[src/rtl/pipe3_pkg.sv]
package pipe3_pkg;
  localparam int XLEN   = 32;
  localparam int NREG   = 16;
  localparam int RIDX_W = $clog2(NREG);
  localparam int LAT_W  = 3;

  typedef enum logic [2:0] {K_SET, K_ADD, K_SUB, K_MUL, K_DIV, K_NOP} op_kind_e;

  typedef struct packed {
    op_kind_e          kind;
    logic              imm_sel;
    logic [RIDX_W-1:0] dst;
    logic [RIDX_W-1:0] lsrc;
    logic [RIDX_W-1:0] rsrc;
    logic [7:0]        imm;
    logic [LAT_W-1:0]  lat;
  } uop_t;

  // Field split and opcode classification of one instruction word.
  function automatic uop_t decode_word(input logic [31:0] w);
    uop_t u;
    u.dst     = w[16 +: RIDX_W];
    u.lsrc    = w[8 +: RIDX_W];
    u.rsrc    = w[0 +: RIDX_W];
    u.imm     = w[7:0];
    u.imm_sel = w[24];
    u.lat     = LAT_W'(1);
    u.kind    = K_NOP;
    case (w[31:24])
      8'h00:        begin u.kind = K_SET; u.imm_sel = 1'b1; end
      8'h10, 8'h11: u.kind = K_ADD;
      8'h20, 8'h21: u.kind = K_SUB;
      8'h30, 8'h31: begin u.kind = K_MUL; u.lat = LAT_W'(2); end
      8'h40, 8'h41: begin u.kind = K_DIV; u.lat = LAT_W'(4); end
      default:      u.kind = K_NOP;
    endcase
    return u;
  endfunction

  // Result of one operation on two operands.
  function automatic logic [XLEN-1:0] alu_eval(input op_kind_e k,
                                               input logic [XLEN-1:0] a,
                                               input logic [XLEN-1:0] b);
    case (k)
      K_SET:   return b;
      K_ADD:   return a + b;
      K_SUB:   return a - b;
      K_MUL:   return a * b;
      K_DIV:   return (b == '0) ? '1 : a / b;
      default: return '0;
    endcase
  endfunction
endpackage

[src/rtl/pipe3_fetch.sv]
module pipe3_fetch #(
  parameter int PC_W = 8
) (
  input  logic            clk,
  input  logic            rst_n,
  input  logic            stall,
  input  logic [PC_W-1:0] prog_len,
  input  logic [31:0]     imem_data,
  output logic [PC_W-1:0] pc,
  output logic            f_valid,
  output logic [31:0]     f_instr
);
  logic more;
  assign more = (pc < prog_len);

  always_ff @(posedge clk or negedge rst_n) begin
    if (!rst_n) begin
      pc      <= '0;
      f_valid <= 1'b0;
      f_instr <= '0;
    end else if (!stall) begin
      f_valid <= more;
      if (more) begin
        f_instr <= imem_data;
        pc      <= pc + PC_W'(1);
      end
    end
  end


  hold_pc_chk: assert property (@(posedge clk) disable iff (!rst_n)
    stall |=> $stable(pc));


  pc_bound_chk: assert property (@(posedge clk) disable iff (!rst_n)
    pc <= prog_len);
endmodule

[src/rtl/pipe3_decode.sv]
module pipe3_decode
  import pipe3_pkg::*;
(
  input  logic        clk,
  input  logic        rst_n,
  input  logic        stall,
  input  logic        f_valid,
  input  logic [31:0] f_instr,
  output logic        d_valid,
  output uop_t        d_uop
);
  always_ff @(posedge clk or negedge rst_n) begin
    if (!rst_n) begin
      d_valid <= 1'b0;
      d_uop   <= '0;
    end else if (!stall) begin
      d_valid <= f_valid;
      if (f_valid) d_uop <= decode_word(f_instr);
    end
  end


  decode_hold_chk: assert property (@(posedge clk) disable iff (!rst_n)
    stall |=> ($stable(d_uop) && $stable(d_valid)));
endmodule

[src/rtl/pipe3_exec.sv]
module pipe3_exec
  import pipe3_pkg::*;
#(
  parameter int CNT_W = 32
) (
  input  logic              clk,
  input  logic              rst_n,
  input  logic              d_valid,
  input  uop_t              d_uop,
  input  logic [RIDX_W-1:0] dbg_sel,
  output logic [XLEN-1:0]   dbg_data,
  output logic              stall,
  output logic              e_valid,
  output logic [CNT_W-1:0]  retire_count
);
  uop_t             e_uop;
  logic [LAT_W-1:0] e_cnt;
  logic             e_last;
  logic             wb_en;
  logic [XLEN-1:0]  regs [NREG];
  logic [XLEN-1:0]  op_a, op_b, result;

  assign e_last = e_valid && (e_cnt == e_uop.lat - LAT_W'(1));
  assign stall  = e_valid && !e_last;
  assign wb_en  = e_last && (e_uop.kind != K_NOP);

  assign op_a   = regs[e_uop.lsrc];
  assign op_b   = e_uop.imm_sel ? {{(XLEN-8){1'b0}}, e_uop.imm} : regs[e_uop.rsrc];
  assign result = alu_eval(e_uop.kind, op_a, op_b);
  assign dbg_data = regs[dbg_sel];

  always_ff @(posedge clk or negedge rst_n) begin
    if (!rst_n) begin
      e_valid <= 1'b0;
      e_uop   <= '0;
      e_cnt   <= '0;
    end else if (!stall) begin
      e_valid <= d_valid;
      e_uop   <= d_uop;
      e_cnt   <= '0;
    end else begin
      e_cnt   <= e_cnt + LAT_W'(1);
    end
  end

  always_ff @(posedge clk or negedge rst_n) begin
    if (!rst_n) retire_count <= '0;
    else if (e_last) retire_count <= retire_count + CNT_W'(1);
  end

  generate
    for (genvar i = 0; i < NREG; i++) begin : g_reg
      always_ff @(posedge clk or negedge rst_n) begin
        if (!rst_n) regs[i] <= '0;
        else if (wb_en && (e_uop.dst == RIDX_W'(i))) regs[i] <= result;
      end
    end
  endgenerate


  lat_window_chk: assert property (@(posedge clk) disable iff (!rst_n)
    e_valid |-> (e_cnt < e_uop.lat));
endmodule

[src/rtl/pipe3_core.sv]
module pipe3_core
  import pipe3_pkg::*;
#(
  parameter int PC_W  = 8,
  parameter int CNT_W = 32
) (
  input  logic              clk,
  input  logic              rst_n,
  input  logic [PC_W-1:0]   prog_len,
  output logic [PC_W-1:0]   imem_addr,
  input  logic [31:0]       imem_data,
  input  logic [RIDX_W-1:0] dbg_sel,
  output logic [XLEN-1:0]   dbg_data,
  output logic              done,
  output logic [CNT_W-1:0]  cycle_count,
  output logic [CNT_W-1:0]  retire_count
);
  logic        stall, f_valid, d_valid, e_valid;
  logic [31:0] f_instr;
  uop_t        d_uop;

  pipe3_fetch #(.PC_W(PC_W)) u_fetch (
    .clk(clk), .rst_n(rst_n), .stall(stall), .prog_len(prog_len),
    .imem_data(imem_data), .pc(imem_addr), .f_valid(f_valid), .f_instr(f_instr)
  );

  pipe3_decode u_decode (
    .clk(clk), .rst_n(rst_n), .stall(stall), .f_valid(f_valid),
    .f_instr(f_instr), .d_valid(d_valid), .d_uop(d_uop)
  );

  pipe3_exec #(.CNT_W(CNT_W)) u_exec (
    .clk(clk), .rst_n(rst_n), .d_valid(d_valid), .d_uop(d_uop),
    .dbg_sel(dbg_sel), .dbg_data(dbg_data), .stall(stall),
    .e_valid(e_valid), .retire_count(retire_count)
  );

  assign done = (imem_addr == prog_len) && !f_valid && !d_valid && !e_valid;

  always_ff @(posedge clk or negedge rst_n) begin
    if (!rst_n) cycle_count <= '0;
    else if (!done) cycle_count <= cycle_count + CNT_W'(1);
  end


  freeze_chk: assert property (@(posedge clk) disable iff (!rst_n)
    done |=> ($stable(cycle_count) && $stable(retire_count)));


  done_idle_chk: assert property (@(posedge clk) disable iff (!rst_n)
    done |-> !stall);
endmodule

[config.mk]
export PLATFORM = sky130hd
export DESIGN_NAME = pipe3_core
export DESIGN_NICKNAME = d
export VERILOG_FILES = /design/src/rtl/pipe3_pkg.sv /design/src/rtl/pipe3_fetch.sv /design/src/rtl/pipe3_decode.sv /design/src/rtl/pipe3_exec.sv /design/src/rtl/pipe3_core.sv
export SDC_FILE = /design/constraint.sdc
export NUM_CORES = 2
export LEC_CHECK = 0
export BUFFER_PORTS_ARGS = -buffer_cell sky130_fd_sc_hd__clkbuf_2
export CORE_MARGIN = 5
export CORE_UTILIZATION = 35
export CTS_CLUSTER_DIAMETER = 60
export DETAILED_ROUTE_END_ITERATION = 12
export GPL_ROUTABILITY_DRIVEN = 0
export HOLD_SLACK_MARGIN = 0.12
export PLACE_DENSITY_LB_ADDON = 0.3
export SYNTH_ARGS = -nofsm -noshare
export SYNTH_HDL_FRONTEND = slang
export SYNTH_HIERARCHICAL = 1
export SYNTH_SLANG_ARGS = --single-unit
[constraint.sdc]
create_clock -name clk -period 240.4 [get_ports clk]
set_input_delay 24.04 -clock clk [delete_from_list [all_inputs] [get_ports clk]]
set_output_delay 24.04 -clock clk [all_outputs]
set_load 0.03 [all_outputs]
## Yosys cells after proc, flatten, opt, wreduce, memory -nomap -nowiden

Index checks and enable logic that the tools add are counted.

| storage, ports and cells | value |
|---|---|
| register bits after elaboration | 676 |
| input port bits | 46 |
| output and inout bits | 105 |
| logic and storage cells | 137 |

| cells by class | value |
|---|---|
| $add $sub $neg | 7 |
| $mul | 1 |
| divide/modulo/power cells | 1 |
| $lt $le $gt $ge | 4 |
| equal/unequal tests | 30 |
| multiplexer cells | 16 |
| bitwise gates (word level) | 4 |
| reductions and logical operators | 36 |

Operator list:

| kind | number |
|---|---|
| $bmux 32 s4 | 3 |
| $mux 32 | 8 |
| $pmux 32 s5 | 1 |
| $add 32x1->32 const B | 2 |
| $add 32x32->32 | 1 |
| $div 32x32->32 | 1 |
| $eq 4x4->1 const B | 8 |
| $eq 8x6->1 const B | 4 |
| $logic_not 32->1 | 1 |
| $mul 32x32->32 | 1 |
| $sub 32x32->32 | 1 |
| $logic_and 1x1->1 | 22 |
| $eq 4x3->1 const B | 4 |
| $eq 8x5->1 const B | 2 |
| $eq 8x7->1 const B | 2 |
| $ge 5x5->1 const B | 3 |
| $not 4->5 | 3 |
| $pmux 3 s5 | 1 |
| $add 8x1->8 const B | 1 |
| $eq 4x2->1 const B | 2 |
| $eq 8x8->1 | 1 |
| $logic_not 8->1 | 1 |
| $lt 8x8->1 | 1 |
| $reduce_or 2->1 | 4 |
| other kinds (16) | 21 |

## Depth between registers and ports, before layout

| depth | value |
|---|---|
| depth in word-level cells | 8 |
| depth in mapped cells | 386 |
| gate-level depth less buffers | 343 |

## Cells and area by module

Netlist, hierarchy kept.

Modules (own cells, without submodules):

| module | instances | cells an instance | area each (um^2) | sequential area each (um^2) |
|---|---|---|---|---|
| pipe3_exec | 1 | 9,449 | 80,283.2 | 14,388.8 |
| pipe3_fetch | 1 | 123 | 1,919.3 | 1,026.0 |
| pipe3_core | 1 | 157 | 1,650.3 | 800.8 |
| pipe3_decode | 1 | 108 | 997.2 | 600.6 |

## Worst setup path before layout

OpenSTA, ideal clock, no wires.

| timing | value |
|---|---|
| path type | reg2reg |
| from | register u_exec/e_uop[11] (netlist bit) |
| to | register u_exec/regs[96] (netlist bit) |
| setup time | 0.152 ns |
| arrival | 78.436 ns |
| data required time | 240.248 ns |
| path slack | 161.812 ns |
| stages on the path, launching flop included | 364 |
| path buffers | 58 |
| clock period less this slack | 78.588 ns |
| cells stage by stage | dfrtp_1 > buf_6 > buf_6 > buf_6 > buf_6 > buf_4 > mux4_2 > mux4_2 > nand2_1 > nand2_1 > clkbuf_1 > inv_1 > ha_1 > o21ai_0 > nor3_1 > and3_1 > nor3b_1 > or2_2 > [328 not listed] > mux2i_1 > ha_1 > a21boi_0 > o21a_1 > o21a_1 > o21a_1 > o21a_1 > o21a_1 > o21a_1 > o21a_1 > o2111ai_1 > a21boi_0 > o31a_1 > o22ai_1 > o31ai_1 > o21ai_1 > clkbuf_1 > mux2i_1 |

| between the ends | value |
|---|---|
| longest elaborated chain between the ends | 8 |

Ends and longest elaborated chain:

| element | line | source |
|---|---|---|
| start, declared | pipe3_exec.sv:16 | `uop_t e_uop;` |
| start signal, assigned | pipe3_exec.sv:39 | `e_uop <= d_uop;` |
| $not 4->5 (implied by the code) (*) | pipe3_exec.sv:28 | `assign op_b = e_uop.imm_sel ? {{(XLEN-8){1'b0}}, e_uop.imm} : regs[e_uop.rsrc];` |
| $bmux 32 s4 (*) | pipe3_exec.sv:28 |  |
| $mux 32 (implied by the code) (*) (2 in series) | pipe3_exec.sv:28 |  |
| $mux 32 (*) | pipe3_exec.sv:28 |  |
| $div 32x32->32 or $logic_not 32->1 (tied branches) | pipe3_pkg.sv:49 | `K_DIV: return (b == '0) ? '1 : a / b;` |
| $mux 32 | pipe3_pkg.sv:49 |  |
| $pmux 32 s5 (*) | pipe3_pkg.sv:44 | `case (k)` |
| end signal, assigned by index | pipe3_exec.sv:55 | `else if (wb_en && (e_uop.dst == RIDX_W'(i))) regs[i] <= result;` |
| end, declared | pipe3_exec.sv:20 | `logic [XLEN-1:0] regs [NREG];` |

Mark *: on every way between the ends. The rest lies on a longest branch, timed or not. The select of a mux whose other input is x is not followed.
A chain may end at the register's enable or synchronous reset.

## Worst setup path after layout

| timing | value |
|---|---|
| from | register u_exec/e_uop[11] (netlist bit) |
| to | register u_exec/regs[384] (netlist bit) |

The elaborated chain is that of the path after synthesis.

==> results_tabular.tex <==
\begin{tabular}{lr}
\hline
Metric & Value \\
\hline
\multicolumn{2}{l}{\textbf{Detailed routing}} \\
\quad Wire length on met1 & 130,000 µm \\
\quad Number of DRC violations after detailed-routing iteration 0 & 8,089 \\
\quad Total length of routed met2 wires & 144,000 µm \\
\quad Wirelength per Cell & 25.2 µm \\
\quad Final antenna-violating net count & 0 \\
\quad Number of vias per cell & 6.01 \\
\quad Top Metal Used & met5 \\
\quad DR DRC count & 0 \\
\quad Met3 routed wirelength & 34,100 µm \\
\quad Vias post-DR & 78,200 \\
\quad Overall routed net length & 328,000 µm \\
\quad Count of TritonRoute iterations in the first routing pass & 7 \\
\multicolumn{2}{l}{\textbf{Critical path}} \\
\quad Cell mode on critical path & sky130\_fd\_sc\_hd\_\_o21ai\_0 \\
\quad Data required time of the worst path & 240.89 ns \\
\quad Crit end category & register \\
\quad Worst-path maximum fanout & 50 \\
\quad Element type at the critical path start & register \\
\quad Category of the most critical setup path & register to register \\
\quad Delay of the slowest cell on the worst path & 1.16 ns \\
\quad Highest-delay cell along the critical path & sky130\_fd\_sc\_hd\_\_a2111oi\_0 \\
\quad Data arrival time of the worst path & 100.61 ns \\
\multicolumn{2}{l}{\textbf{Global routing}} \\
\quad First-pass GRT wire length & 487,000 µm \\
\quad Remaining Overflow, GRT & 0 \\
\quad Maximum number of pins on one net before global-route repair & 167 \\
\quad GRT Resource Usage Total & 0.254 \\
\quad Antenna violations before repair & 17 \\
\quad Number of global-route vias before repair & 76,300 \\
\multicolumn{2}{l}{\textbf{Final layout}} \\
\quad Final core occ & 0.381 \\
\quad Area of all sequential standard cells & 0.0166 mm² \\
\quad Fill count & 24,400 \\
\quad Share of layout cells above drive strength 1 & 0.123 \\
\quad Total area of multi-input combinational cells & 0.0632 mm² \\
\quad Post-layout net count & 10,900 \\
\quad Syn-to-layout area delta & 8.50\% \\
\multicolumn{2}{l}{\textbf{Yosys}} \\
\quad Ys Warns & 6 \\
\quad Number of instances in the synthesized netlist & 9,821 \\
\quad Syn Area/Cell & 8.61 µm² \\
\quad Synthesized Nets & 11,000 \\
\quad Netlist Area Pre-Place & 0.0845 mm² \\
\multicolumn{2}{l}{\textbf{CTS}} \\
\quad Post-cts repair resize count & 0 \\
\quad CTS clock-pin slew for the worst setup and hold paths & 0.06 ns \\
\quad Max Buffers Root-to-Sink & 3 \\
\quad TritonCTS Buffers & 69 \\
\quad Number of buffers inserted for hold repair after clock tree synthesis & 0 \\
\quad Clk root buf & sky130\_fd\_sc\_hd\_\_clkbuf\_16 \\
\quad Count of clock tree sinks & 664 \\
\quad Post-CTS setup buffer count & 0 \\
\quad TritonCTS clock tree & built \\
\quad Number of levels in the clock H-tree & 3 \\
\quad Clock insertion delay at the later pin of the skew report & 0.66 ns \\
\multicolumn{2}{l}{\textbf{STA}} \\
\quad Worst clock skew on the final layout & 0.0416 ns \\
\quad Unrepaired setup endpoints after global routing & no \\
\quad Relative max-transition margin & 0.0754 \\
\quad Final slew viol count & 0 \\
\quad Setup violations, final & 0 \\
\quad Hold slack & 0.474 ns \\
\quad Sum Neg Setup Slack & 0 ns \\
\quad Worst path setup slack after routing & 140.28 ns \\
\quad Measured slew at the worst slew-check pin & 1.35 ns \\
\quad Max frequency & 9.99 MHz \\
\quad Final worst-path cycle share & 0.416 \\
\quad Period minus WS final & 100.12 ns \\
\quad Final hold viol count & 0 \\
\multicolumn{2}{l}{\textbf{Place}} \\
\quad HPWL after DPL & 237,000 µm \\
\quad Pre-CTS WS & 143.97 ns \\
\quad Quantity of I/O buffers inserted on ports & 142 \\
\multicolumn{2}{l}{\textbf{Floorplan}} \\
\quad Floorplan row count & 180 \\
\quad Die area & 0.251 mm² \\
\quad Die W & 501 µm \\
\quad Die Height & 501 µm \\
\quad Ports placed on the boundary & 151 \\
\quad Std-Cell Core Area & 0.241 mm² \\
\quad Effective utilization at floorplan & 0.351 \\
\multicolumn{2}{l}{\textbf{Outcome}} \\
\quad Result of the run & finished clean \\
\multicolumn{2}{l}{\textbf{Min path}} \\
\quad Worst min-delay path class & register to register \\
\multicolumn{2}{l}{\textbf{Flow run}} \\
\quad Max\_cap viols & 0 \\
\hline
\end{tabular}
-- registers in the layout, summed over array words and instances, names as in the netlist --
register	flops
u_exec/regs	512
cycle_count	32
u_exec/retire_count	32
u_exec/e_uop	27
u_fetch/f_instr	24
u_decode/d_uop	23
u_fetch/pc	8
u_exec/e_cnt	3
u_decode/d_valid	1
u_exec/e_valid	1
u_fetch/f_valid	1
-- path summary, 6_finish.rpt --
kind,startpoint,to,slack [ns],depth (start not counted)
max in group asynchronous,rst_n,u_exec/regs[171],213.88,4
hold / removal,u_fetch/f_instr[9],u_decode/d_uop[16],0.47,2
hold reg to reg,u_fetch/f_instr[9],u_decode/d_uop[16],0.47,2
setup / recovery,u_exec/e_uop[11],u_exec/regs[384],140.28,343
setup reg to reg,u_exec/e_uop[11],u_exec/regs[384],140.28,343
min in group asynchronous,rst_n,u_exec/regs[188],23.37,1
-- critical path: cells and delay by family (launching register included) --
family,cells,cell delay (ns)
simple gates,84,20.05
flops,1,0.91
mux,9,4.01
compound gates,187,53.95
buf+inv,31,9.74
fa+ha+maj,32,10.79
-- routing by layer --
metal,track usage,up-vias
met5,0,-
met4,0.130,10
met3,0.0607,879
met2,0.392,4074
met1,0.331,38500
li1,-,34700
-- through the flow --
stage | std cells | area (µm²)
finish | 13000 | 91700
global route | 13000 | 91700
CTS | 13000 | 91700
detailed placement | 12900 | 89200
global placement | 12900 | 89200
floorplan | 9821 | 84500
-- layout make-up --
class	instances	share of cell area
well taps	3185	0.0434
clock buffers	86	0.0211
multi-input cells	7886	0.689
clock inverters	41	0.00664
flip-flops and latches	664	0.181
diodes	12	0.000327
inverters	744	0.0304
repair buffers	383	0.0279
-- cell usage in the layout, fill, tap and decap left out, types with 24 or more instances in the layout --
cell                           n
sky130_fd_sc_hd__nor4_1       27
sky130_fd_sc_hd__nor3_1      189
sky130_fd_sc_hd__xnor2_1     365
sky130_fd_sc_hd__clkbuf_2    138
sky130_fd_sc_hd__a22oi_1      76
sky130_fd_sc_hd__nand2b_1     75
sky130_fd_sc_hd__a21oi_1     775
sky130_fd_sc_hd__nand2_1    1307
sky130_fd_sc_hd__mux4_2      396
sky130_fd_sc_hd__clkbuf_16    73
sky130_fd_sc_hd__a21boi_0     33
sky130_fd_sc_hd__o21ai_1      24
sky130_fd_sc_hd__mux2i_1     181
sky130_fd_sc_hd__o211ai_1     50
sky130_fd_sc_hd__nand3_1     178
sky130_fd_sc_hd__inv_1       732
sky130_fd_sc_hd__o31ai_1      44
sky130_fd_sc_hd__nor2_1      929
sky130_fd_sc_hd__nor2b_1      93
sky130_fd_sc_hd__fa_1        409
sky130_fd_sc_hd__and2_1       51
sky130_fd_sc_hd__dfrtp_1     655
sky130_fd_sc_hd__o21a_1      139
sky130_fd_sc_hd__or3_1        54
sky130_fd_sc_hd__a31oi_1      83
sky130_fd_sc_hd__o22ai_1      30
sky130_fd_sc_hd__a221oi_1     27
sky130_fd_sc_hd__o21bai_1     40
sky130_fd_sc_hd__and3_1       52
sky130_fd_sc_hd__a211oi_1     68
sky130_fd_sc_hd__o21ai_0     498
sky130_fd_sc_hd__buf_4       240
sky130_fd_sc_hd__or2_2        47
sky130_fd_sc_hd__nand4_1      63
sky130_fd_sc_hd__mux2_2       76
sky130_fd_sc_hd__xor2_1      181
sky130_fd_sc_hd__ha_1        699
sky130_fd_sc_hd__a21o_1      190
Power is not shown: default switching activity piles up to over one toggle a cycle in this logic, so the estimate is an artifact.
